[src/rtl/mmap_pkg.sv]
package mmap_pkg;
  localparam int N_TGT = 10;
  localparam int N_EXT = 8;

  typedef enum logic [3:0] {
    T_CART    = 4'd0,
    T_WRAM    = 4'd1,
    T_VRAM    = 4'd2,
    T_OAM     = 4'd3,
    T_INTR    = 4'd4,
    T_PER0    = 4'd5,
    T_PER1    = 4'd6,
    T_PER2    = 4'd7,
    T_INPORT  = 4'd8,
    T_SCRATCH = 4'd9
  } tgt_e;

  localparam logic [15:0] WRAM_BASE   = 16'hC000;
  localparam logic [15:0] WRAM_FOLD   = 16'h1FFF;
  localparam logic [15:0] MIRROR_LO   = 16'hE000;
  localparam logic [15:0] MIRROR_HI   = 16'hFDFF;
  localparam logic [15:0] BANK_REG    = 16'hFF70;
  localparam logic [15:0] IRQ_EN_ADR  = 16'hFFFF;
  localparam logic [15:0] IRQ_FLG_ADR = 16'hFF0F;
  localparam logic [15:0] INPORT_ADR  = 16'hFF00;

  typedef struct packed {
    logic        valid;
    logic        wr;
    logic [15:0] addr;
    logic [7:0]  wdata;
    logic        first;   // low byte of a wide request
    logic        second;  // high byte of a wide request
  } byte_req_t;

  function automatic logic in_rng(input logic [15:0] a, input logic [15:0] lo,
                                  input logic [15:0] hi);
    return (a >= lo) && (a <= hi);
  endfunction
endpackage

[src/rtl/mmap_split.sv]
module mmap_split
  import mmap_pkg::*;
#(
  parameter int AW = 16,
  parameter int DW = 8
) (
  input  logic          clk,
  input  logic          rst,
  input  logic          req_valid,
  input  logic          req_wide,
  input  logic          req_wr,
  input  logic [AW-1:0] req_addr,
  input  logic [2*DW-1:0] req_wdata,
  output logic          busy,
  output byte_req_t     iss
);
  logic          hi_pend;
  logic [AW-1:0] hi_addr;
  logic [DW-1:0] hi_data;
  logic          hi_wr;

  always_comb begin
    if (hi_pend) begin
      iss = '{valid: 1'b1, wr: hi_wr, addr: hi_addr, wdata: hi_data,
              first: 1'b0, second: 1'b1};
    end else begin
      iss = '{valid: req_valid, wr: req_wr, addr: req_addr,
              wdata: req_wdata[DW-1:0], first: req_valid & req_wide,
              second: 1'b0};
    end
  end

  always_ff @(posedge clk) begin
    if (rst) begin
      hi_pend <= 1'b0;
      hi_addr <= '0;
      hi_data <= '0;
      hi_wr   <= 1'b0;
    end else if (hi_pend) begin
      hi_pend <= 1'b0;
    end else if (req_valid && req_wide) begin
      hi_pend <= 1'b1;
      hi_addr <= req_addr + AW'(1);
      hi_data <= req_wdata[2*DW-1:DW];
      hi_wr   <= req_wr;
    end
  end

  assign busy = hi_pend;

  // the high byte occupies exactly one cycle
  a_r11_single_hi: assert property (@(posedge clk) disable iff (rst)
    hi_pend |=> !hi_pend);
  // the high byte goes to the next address, wrapping
  a_r11_hi_addr: assert property (@(posedge clk) disable iff (rst)
    hi_pend |-> (iss.addr == $past(req_addr) + AW'(1)));
endmodule

[src/rtl/mmap_decode.sv]
module mmap_decode
  import mmap_pkg::*;
(
  input  logic [15:0] addr,
  output tgt_e        tgt,
  output logic [15:0] fwd
);
  always_comb begin
    fwd = addr;
    if (in_rng(addr, 16'h0000, 16'h7FFF) || in_rng(addr, 16'hA000, 16'hBFFF)) begin
      tgt = T_CART;
    end else if (in_rng(addr, 16'hC000, 16'hDFFF) || addr == BANK_REG) begin
      tgt = T_WRAM;
    end else if (in_rng(addr, MIRROR_LO, MIRROR_HI)) begin
      tgt = T_WRAM;
      fwd = WRAM_BASE + ((addr - MIRROR_LO) & WRAM_FOLD);
    end else if (addr == IRQ_EN_ADR || addr == IRQ_FLG_ADR) begin
      tgt = T_INTR;
    end else if (in_rng(addr, 16'h8000, 16'h9FFF)) begin
      tgt = T_VRAM;
    end else if (in_rng(addr, 16'hFE00, 16'hFE9F)) begin
      tgt = T_OAM;
    end else if (in_rng(addr, 16'hFF01, 16'hFF0F)) begin
      tgt = T_PER0;
    end else if (in_rng(addr, 16'hFF10, 16'hFF3F)) begin
      tgt = T_PER1;
    end else if (in_rng(addr, 16'hFF40, 16'hFF6F)) begin
      tgt = T_PER2;
    end else if (addr == INPORT_ADR) begin
      tgt = T_INPORT;
    end else begin
      tgt = T_SCRATCH;
    end
  end
endmodule

[src/rtl/mmap_scratch.sv]
module mmap_scratch #(
  parameter int AW = 9,
  parameter int DW = 8
) (
  input  logic          clk,
  input  logic          we,
  input  logic [AW-1:0] addr,
  input  logic [DW-1:0] wdata,
  output logic [DW-1:0] rdata
);
  localparam int DEPTH = 1 << AW;
  logic [DW-1:0] mem [DEPTH];

  always_ff @(posedge clk) begin
    if (we) mem[addr] <= wdata;
    rdata <= mem[addr];
  end
endmodule

[src/rtl/mmap_router.sv]
module mmap_router
  import mmap_pkg::*;
#(
  parameter int          SCR_AW     = 9,
  parameter logic [7:0]  INPORT_RST = 8'hCF
) (
  input  logic                 clk,
  input  logic                 rst,
  input  logic                 req_valid,
  input  logic                 req_wide,
  input  logic                 req_wr,
  input  logic [15:0]          req_addr,
  input  logic [15:0]          req_wdata,
  output logic                 busy,
  output logic [N_TGT-1:0]     sel,
  output logic                 tgt_wr,
  output logic [15:0]          tgt_addr,
  output logic [7:0]           tgt_wdata,
  input  logic [N_EXT*8-1:0]   ext_rdata,
  output logic                 rd_valid,
  output logic [7:0]           rd_data,
  output logic                 word_valid,
  output logic [15:0]          word_data
);
  byte_req_t        iss;
  tgt_e             dec_tgt;
  logic [15:0]      dec_fwd;
  logic [N_TGT-1:0] dec_oh;
  logic             first_q, second_q;
  logic [7:0]       inport_q;
  logic [7:0]       scr_rd;
  logic [7:0]       lo_q;
  logic [7:0]       rd_mux;
  logic             scr_we;

  mmap_split #(.AW(16), .DW(8)) split_i (
    .clk(clk), .rst(rst), .req_valid(req_valid), .req_wide(req_wide),
    .req_wr(req_wr), .req_addr(req_addr), .req_wdata(req_wdata),
    .busy(busy), .iss(iss)
  );

  mmap_decode decode_i (.addr(iss.addr), .tgt(dec_tgt), .fwd(dec_fwd));

  for (genvar g = 0; g < N_TGT; g++) begin : g_oh
    assign dec_oh[g] = (dec_tgt == tgt_e'(g));
  end

  assign scr_we = iss.valid && iss.wr && (dec_tgt == T_SCRATCH);

  mmap_scratch #(.AW(SCR_AW), .DW(8)) scratch_i (
    .clk(clk), .we(scr_we), .addr(dec_fwd[SCR_AW-1:0]),
    .wdata(iss.wdata), .rdata(scr_rd)
  );

  always_ff @(posedge clk) begin
    if (rst) begin
      sel       <= '0;
      tgt_wr    <= 1'b0;
      tgt_addr  <= '0;
      tgt_wdata <= '0;
      first_q   <= 1'b0;
      second_q  <= 1'b0;
    end else begin
      sel       <= iss.valid ? dec_oh : '0;
      tgt_wr    <= iss.valid & iss.wr;
      tgt_addr  <= dec_fwd;
      tgt_wdata <= iss.wdata;
      first_q   <= iss.valid & iss.first;
      second_q  <= iss.valid & iss.second;
    end
  end

  always_ff @(posedge clk) begin
    if (rst) begin
      inport_q <= INPORT_RST;
    end else if (iss.valid && iss.wr && dec_tgt == T_INPORT) begin
      inport_q <= {iss.wdata[7:4], inport_q[3:0]};
    end
  end

  always_comb begin
    rd_mux = '0;
    for (int i = 0; i < N_EXT; i++) begin
      if (sel[i]) rd_mux = rd_mux | ext_rdata[i*8 +: 8];
    end
    if (sel[T_INPORT])  rd_mux = rd_mux | inport_q;
    if (sel[T_SCRATCH]) rd_mux = rd_mux | scr_rd;
  end

  always_ff @(posedge clk) begin
    if (rst) lo_q <= '0;
    else if (rd_valid && first_q) lo_q <= rd_mux;
  end

  assign rd_valid   = (|sel) & ~tgt_wr;
  assign rd_data    = rd_mux;
  assign word_valid = rd_valid & second_q;
  assign word_data  = {rd_mux, lo_q};

  // never more than one strobe
  a_r9_onehot: assert property (@(posedge clk) disable iff (rst)
    $onehot0(sel));
  // a strobe only follows an issued byte
  a_r9_follows: assert property (@(posedge clk) disable iff (rst)
    (|sel) |-> $past(iss.valid));
  // work RAM only ever sees its own window or the bank register
  a_r3_wram_window: assert property (@(posedge clk) disable iff (rst)
    sel[T_WRAM] |-> (tgt_addr[15:13] == 3'b110 || tgt_addr == BANK_REG));
  // low nibble of the input port never changes
  a_r7_lo_keep: assert property (@(posedge clk) disable iff (rst)
    $stable(inport_q[3:0]));
  // an assembled word follows a low-byte read response
  a_r11_word: assert property (@(posedge clk) disable iff (rst)
    word_valid |-> $past(rd_valid));
endmodule

[config.mk]
export PLATFORM = sky130hd
export DESIGN_NAME = mmap_router
export DESIGN_NICKNAME = d
export VERILOG_FILES = /design/src/rtl/mmap_pkg.sv /design/src/rtl/mmap_split.sv /design/src/rtl/mmap_decode.sv /design/src/rtl/mmap_scratch.sv /design/src/rtl/mmap_router.sv
export SDC_FILE = /design/constraint.sdc
export NUM_CORES = 2
export LEC_CHECK = 0
export BUFFER_PORTS_ARGS = -buffer_cell sky130_fd_sc_hd__buf_2
export CAP_MARGIN = 20
export CORE_MARGIN = 8
export CORE_UTILIZATION = 44
export CTS_CLUSTER_DIAMETER = 50
export DETAILED_ROUTE_END_ITERATION = 8
export GPL_TIMING_DRIVEN = 0
export PLACE_DENSITY_LB_ADDON = 0.08
export SYNTH_ARGS = -nofsm -noshare
export SYNTH_HDL_FRONTEND = slang
export SYNTH_SLANG_ARGS = --single-unit
[constraint.sdc]
create_clock -name clk -period 10.8 [get_ports clk]
set_input_delay 1.08 -clock clk [delete_from_list [all_inputs] [get_ports clk]]
set_output_delay 1.08 -clock clk [all_outputs]
set_load 0.01 [all_outputs]
Word-level counts from Yosys, hierarchy flattened
Memories as Yosys holds them, arrays and structs flattened. A register that Yosys moved wholly into a read port is not among the register bits.
Cells that the tools add are included.
- bits in registers: 75
- latch bits: 0
- bits in writable memories: 4096
- bits in read-only memories: 0
- bits of input ports: 101
- output and inout bits: 62
- logic and storage cells: 114
- memories kept: 1
- add/sub/neg operators: 3
- $mul: 0
- div/mod/pow operators: 0
- $lt $le $gt $ge: 18
- equal/unequal tests: 13
- shifts and indexed selects: 0
- mux-type cells: 27
- bitwise operators: 18
- reduce and logical (&&, ||, !) cells: 22
- memories (memory ; depth ; width ; read ports ; clocked after memory_dff ; write ports ; line ; RTL):
    scratch_i.mem ; 512 ; 8 ; 1 ; 1 ; 1 ; mmap_scratch.sv:12 ; logic [DW-1:0] mem [DEPTH];
- operator list (cell ; count):
    >= comparator 16 bit (second input constant) ; 8
    <= comparator 16 bit (second input constant) ; 8
    two-way mux 8 bit ; 10
    bitwise OR 8 bit ; 9
    == test 16 bit (second input constant) ; 4
    two-way mux 16 bit ; 3
    two-way mux 4 bit ; 9
    two-way mux 28 bit ; 1
    adder 15 x 14 -> 16 bit (first input constant) ; 1
    adder 16 x 1 -> 16 bit (second input constant) ; 1
    == test 4 x 3 -> 1 bit (second input constant) ; 4
    >= comparator 16 x 1 -> 1 bit (second input constant) ; 1
    <= comparator 16 x 15 -> 1 bit (second input constant) ; 1
    logical AND 1 bit ; 14
    subtractor 13 x 1 -> 13 bit (second input constant) ; 1
    OR reduction 10 bit ; 1
    == test 4 x 2 -> 1 bit (second input constant) ; 2
    == test 4 bit (second input constant) ; 2
    AND 1 bit ; 6
    == test 4 x 1 -> 1 bit (second input constant) ; 1
    logical NOT 4 bit ; 1
    two-way mux 1 bit ; 4
    OR reduction 2 bit ; 2
    logical OR 1 bit ; 3
    other kinds (2) ; 4

Depth between registers and ports, before layout
- word-level depth: 19
- gate-level depth with buffers: 14
- depth with buffers taken out: 7

Modules after synthesis
Synthesis repeated with hierarchy kept, for this count alone.
- cells, all modules: 7998
- area total of the unflattened synthesis: 162260.6 um^2
- by module, submodules not included (module ; times used ; cells each ; area each (um^2) ; sequential area each (um^2)):
    mmap_scratch ; 1 ; 7575 ; 158359.4 ; 123158.1
    mmap_router ; 1 ; 205 ; 2133.3 ; 980.9
    mmap_split ; 1 ; 170 ; 1453.9 ; 520.5
    mmap_decode ; 1 ; 48 ; 314.1 ; 0.0

Worst setup path after synthesis
Ideal clock, no wire load.
- kind: flip-flop to flip-flop
- start: reg split_i.hi_pend (netlist: split_i.busy)
- end: mem scratch_i.mem[0][6] (data pin)
- setup time: 1.339 ns
- arrival: 7.249 ns
- data required time: 9.461 ns
- setup slack: 2.212 ns
- cell stages (with the launch flop): 9
- path buffers: 6
- clock period less this slack: 8.588 ns
- path through: dfxtp_1 > buf_6 > buf_2 > buf_4 > buf_2 > buf_2 > buf_1 > mux2i_1 > inv_1
- RTL lines (item ; line ; RTL):
    from (decl) ; mmap_split.sv:17 ; logic hi_pend;
    from (signal assigned) ; mmap_split.sv:35 ; hi_pend <= 1'b0;
    from (signal assigned) ; mmap_split.sv:40 ; hi_pend <= 1'b0;
    from (signal assigned) ; mmap_split.sv:42 ; hi_pend <= 1'b1;
    to (decl) ; mmap_scratch.sv:12 ;

Worst setup path after layout
- start: reg split_i.hi_pend (netlist: split_i.busy)
- end: reg scratch_i.rdata[1], read port of scratch_i.mem
- word-level cells in the longest chain between the ends: 6
- elaborated cells between the ends (all ways): 21
- classes of those cells: add/sub: 2; order compare: 8; eq/ne: 1; mux: 4; reduce/logical: 6
- RTL lines (item ; line ; RTL):
    two-way mux 28 bit * ; mmap_split.sv:23 ; if (hi_pend) begin
    subtractor 13 x 1 -> 13 bit (tied with other cells) ; mmap_decode.sv:16 ; fwd = WRAM_BASE + ((addr - MIRROR_LO) & WRAM_FOLD);
    adder 15 x 14 -> 16 bit or logical AND 1 bit (tied branches) ; mmap_decode.sv:16, mmap_pkg.sv:38 ;
    two-way mux 16 bit or logical OR 1 bit (tied branches) ; mmap_decode.sv:14, mmap_decode.sv:12 ;
    two-way mux 16 bit ; mmap_decode.sv:12 ; end else if (in_rng(addr, 16'hC000, 16'hDFFF) || addr == BANK_REG) begin
    two-way mux 16 bit * ; mmap_decode.sv:10 ; if (in_rng(addr, 16'h0000, 16'h7FFF) || in_rng(addr, 16'hA000, 16'hBFFF)) begin
    to (decl) ; mmap_scratch.sv:9 ; output logic [DW-1:0] rdata
Every way passes the cells marked *; elsewhere a longest branch is shown, timed or not.
A chain may end at the register's enable or synchronous reset.

==> summary.txt <==
Status
  – Status: completed

Placed design
  – GP Congestion: 0.943
  – Detailed placer's ending HPWL: 433000 microns
  – IO Port Bufs: 158
  – Placement Setup Slack: 3.69 ns
  – Area after DPL: 182000 sq um

Clock tree
  – Post-CTS Hold Buffers: 0
  – Clock transition at path regs: 0.06 ns
  – Clock Sinks: 4179
  – CTS H-tree depth: 5
  – CTS tree: yes
  – Post-cts sizing count: 0
  – Number of CTS-inserted buffers: 485
  – Skew-Pair Late Insertion Delay: 1.04 ns
  – CTS Root Cell: clkbuf_16
  – Post-CTS setup buffer count: 0
  – Clock buffer depth: 4

Logic synthesis
  – Synthesis Warnings: 0
  – Post-synth EDFFs: 4096
  – Sequential fraction of the synthesis area: 77.8%
  – Synth cell count leaders: edfxtp_1 (4096), mux4_2 (756), mux2i_1 (563), a22oi_1 (296), nand2_1 (287)
  – Fraction of the mapped netlist area in simple logic gates: 2.08%
  – Syn avg cell area: 20.7 sq um
  – Post-synth top area cell: edfxtp_1
  – Compound-Gate Fraction of Synth Area: 4.20%
  – Largest family of logic cells by synthesized area: multiplexers
  – Synth cell types: 63
  – Ys async rst share: 0%
  – Most frequent cell after synthesis: edfxtp_1
  – Cell Area, Synth: 160000 sq um
  – Proportion of synthesized area in mux cells: 14.2%
  – Synth Area in Adders: 0.00781%
  – Synth top area cells: edfxtp_1 (77%), mux4_2 (11%), mux2i_1 (3.5%), a22oi_1 (1.4%), o22ai_1 (1.1%)
  – Share of the synthesized area in the top cell type: 76.7%
  – Main synth FF type: edfxtp_1
  – Post-Syn Instances: 7745
  – XOR/XNOR Fraction of Synth Area: 0.0710%
  – Flops & latches, synth: 4179

Global routing
  – GRT overflow: 0
  – Vias in the first global route: 90161
  – Total GRT Usage: 31.9%
  – First-pass GRT wire length: 807000 microns
  – Antenna violations before repair: 53
  – Largest net degree at the start of global routing: 195

Timing
  – Final min period: 7.14 ns
  – Final setup viols: 0
  – RSZ-0062 raised after global routing: false
  – Setup TNS after final layout: 0 ns
  – Final worst setup slack: 3.66 ns
  – Max-slew headroom: 15.3%
  – Slew @ Worst Pin: 1.27 ns
  – Skew final: 0.0519 ns
  – Fmax: 140 MHz
  – Final Hold Fails: 0
  – Slew Limit Fails: 0
  – Tcrit/Tclk final: 66.1%

Critical path
  – Crit path depth: 12
  – Reg2Reg Launch Point: split_i.busy
  – Critical Path AT: 7.90 ns
  – Worst Path Required: 11.56 ns
  – Worst setup EP type: register
  – CP delay by family, top: compound AO/OA/AOI/OAI gates
  – Worst path cell trace: buf_6, buf_6, mux2_2, buf_2, buf_2, buf_2, mux4_2, a22oi_1, a21oi_1, o41ai_1, o221ai_1, o22a_1
  – Worst Setup SP: split_i.busy
  – Critical-path top delay cell: buf_2
  – Worst R2R Setup Slack: 3.66 ns
  – Worst Path Max Fanout: 10
  – Reg2reg end: scratch_i.rdata[1]
  – Worst Setup EP: scratch_i.rdata[1]
  – Slowest stage delay, CP: 0.92 ns
  – Setup crit start kind: register
  – CP bufs+invs: 5
  – Most used cell, CP: buf_2
  – CP Class: register to register
  – R2R depth: 12

Detailed routing
  – Post-route ant nets: 0
  – Routed wire per std cell: 38.6 microns
  – 1st-iter DRT viols: 15139
  – Routed via count: 94511
  – Final WL: 624000 microns
  – Detailed-route vias per instance: 5.85
  – DRC errors left: 0
  – TritonRoute pass-1 iters: 8

Finish
  – Layout cell share with drive strength beyond 1: 22.8%
  – Area grow syn2layout: 23.5%
  – Post-layout instance area: 198000 sq um
  – NumNets Final: 11036
  – Fill count: 29137

Power
  – Tot Pwr: 38500 uW
  – Power density over cell area: 195 nW/um^2
  – Leakage: 0.0696 uW
  – Worst IR Drop VDD: 0.147 mV

Floorplanning
  – # rows: 221
  – Die X: 620 microns
  – I/O pins: 163
  – Die Ht: 620 microns
  – Die area: 384000 sq um
  – Initial Utilization: 44.2%
  – Core Footprint: 363000 sq um

Worst hold path
  – Hold Crit Class: input pin to register

Job
  – Max_cap viols: 0
[stage by stage]
step | hold WS [ns] | utilization [%] | instances
2_1_floorplan | 0.433 | - | 9936
3_3_place_gp | 0.447 | 48.4 | 14888
3_5_place_dp | 0.454 | 50.1 | 15240
4_1_cts | 0.273 | 54.6 | 16144
5_1_grt | 0.314 | 54.6 | 16146
6_report | 0.330 | 54.6 | 16166
[cell usage in the layout (no fill, tap or decap), drive strengths merged, types with 207 or more instances in the layout]
master / count
mux2i: 563
conb: 2192
clkinv: 208
nand2: 287
edfxtp: 4096
clkbuf: 775
nor2: 207
a22oi: 296
buf: 792
o22ai: 275
mux4: 756
[how the worst min path moves through the flow]
stage,endpoint,from,cells past startpoint
6_report,split_i.hi_data[4],req_wdata[12],3
5_1_grt,split_i.hi_data[4],req_wdata[12],3
4_1_cts,split_i.hi_data[4],req_wdata[12],3
3_5_place_dp,split_i.hi_data[6],split_i.hi_data[6],2
3_3_place_gp,split_i.hi_data[2],split_i.hi_data[2],2
2_1_floorplan,split_i.hi_data[0],split_i.hi_data[0],2
[logic make-up after synthesis]
logic type / count (synthesis)
AND/OR/NAND/NOR: 758
flip-flops: 4179
adder cells (fa/ha/maj): 1
other: 1
AO/OA/AOI/OAI: 965
multiplexers: 1330
XOR/XNOR: 13
buffers and inverters: 498
[layout make-up]
cell class              instances  area [sq um]  area share (%)
multi-input cells            5259         42200            21.3
plain buffers                 491          2690            1.36
inverters                       7          41.3          0.0209
flip-flops and latches       4179        125000            63.0
clock buffers                 565         12600            6.36
diodes                         21          52.6          0.0266
clock inverters               339          3640            1.84
well taps                    4794          6000            3.03
repair buffers                511          6030            3.05
[routing by layer]
metal	track usage, %	share of wire, %
met5	0.164	0.030
met4	18.0	7.0
met3	8.55	11
met2	49.1	45
met1	41.2	37
[power breakdown]
part | total [uW] | internal [uW] | switching, uW
clock network | 16600 | 9770 | 6850
registers | 18700 | 18600 | 138
logic | 3220 | 948 | 2280
total | 38500 | 29300 | 9260
[registers in the layout (all words and copies together), names as in the netlist]
signal / flops
scratch_i.mem: 4096
split_i.hi_addr: 16
tgt_addr: 16
sel: 10
lo_q: 8
scratch_i.rdata: 8
split_i.hi_data: 8
tgt_wdata: 8
inport_q: 4
first_q: 1
second_q: 1
split_i.busy: 1
split_i.hi_wr: 1
tgt_wr: 1
[worst min-delay path, delay by kind of cell]
family	cells	cell delay (ns)
AO/OA/AOI/OAI	1	0.05
AND/OR/NAND/NOR	1	0.04
buffers and inverters	1	0.10
Note: power is estimated with default switching activity, not from simulation.
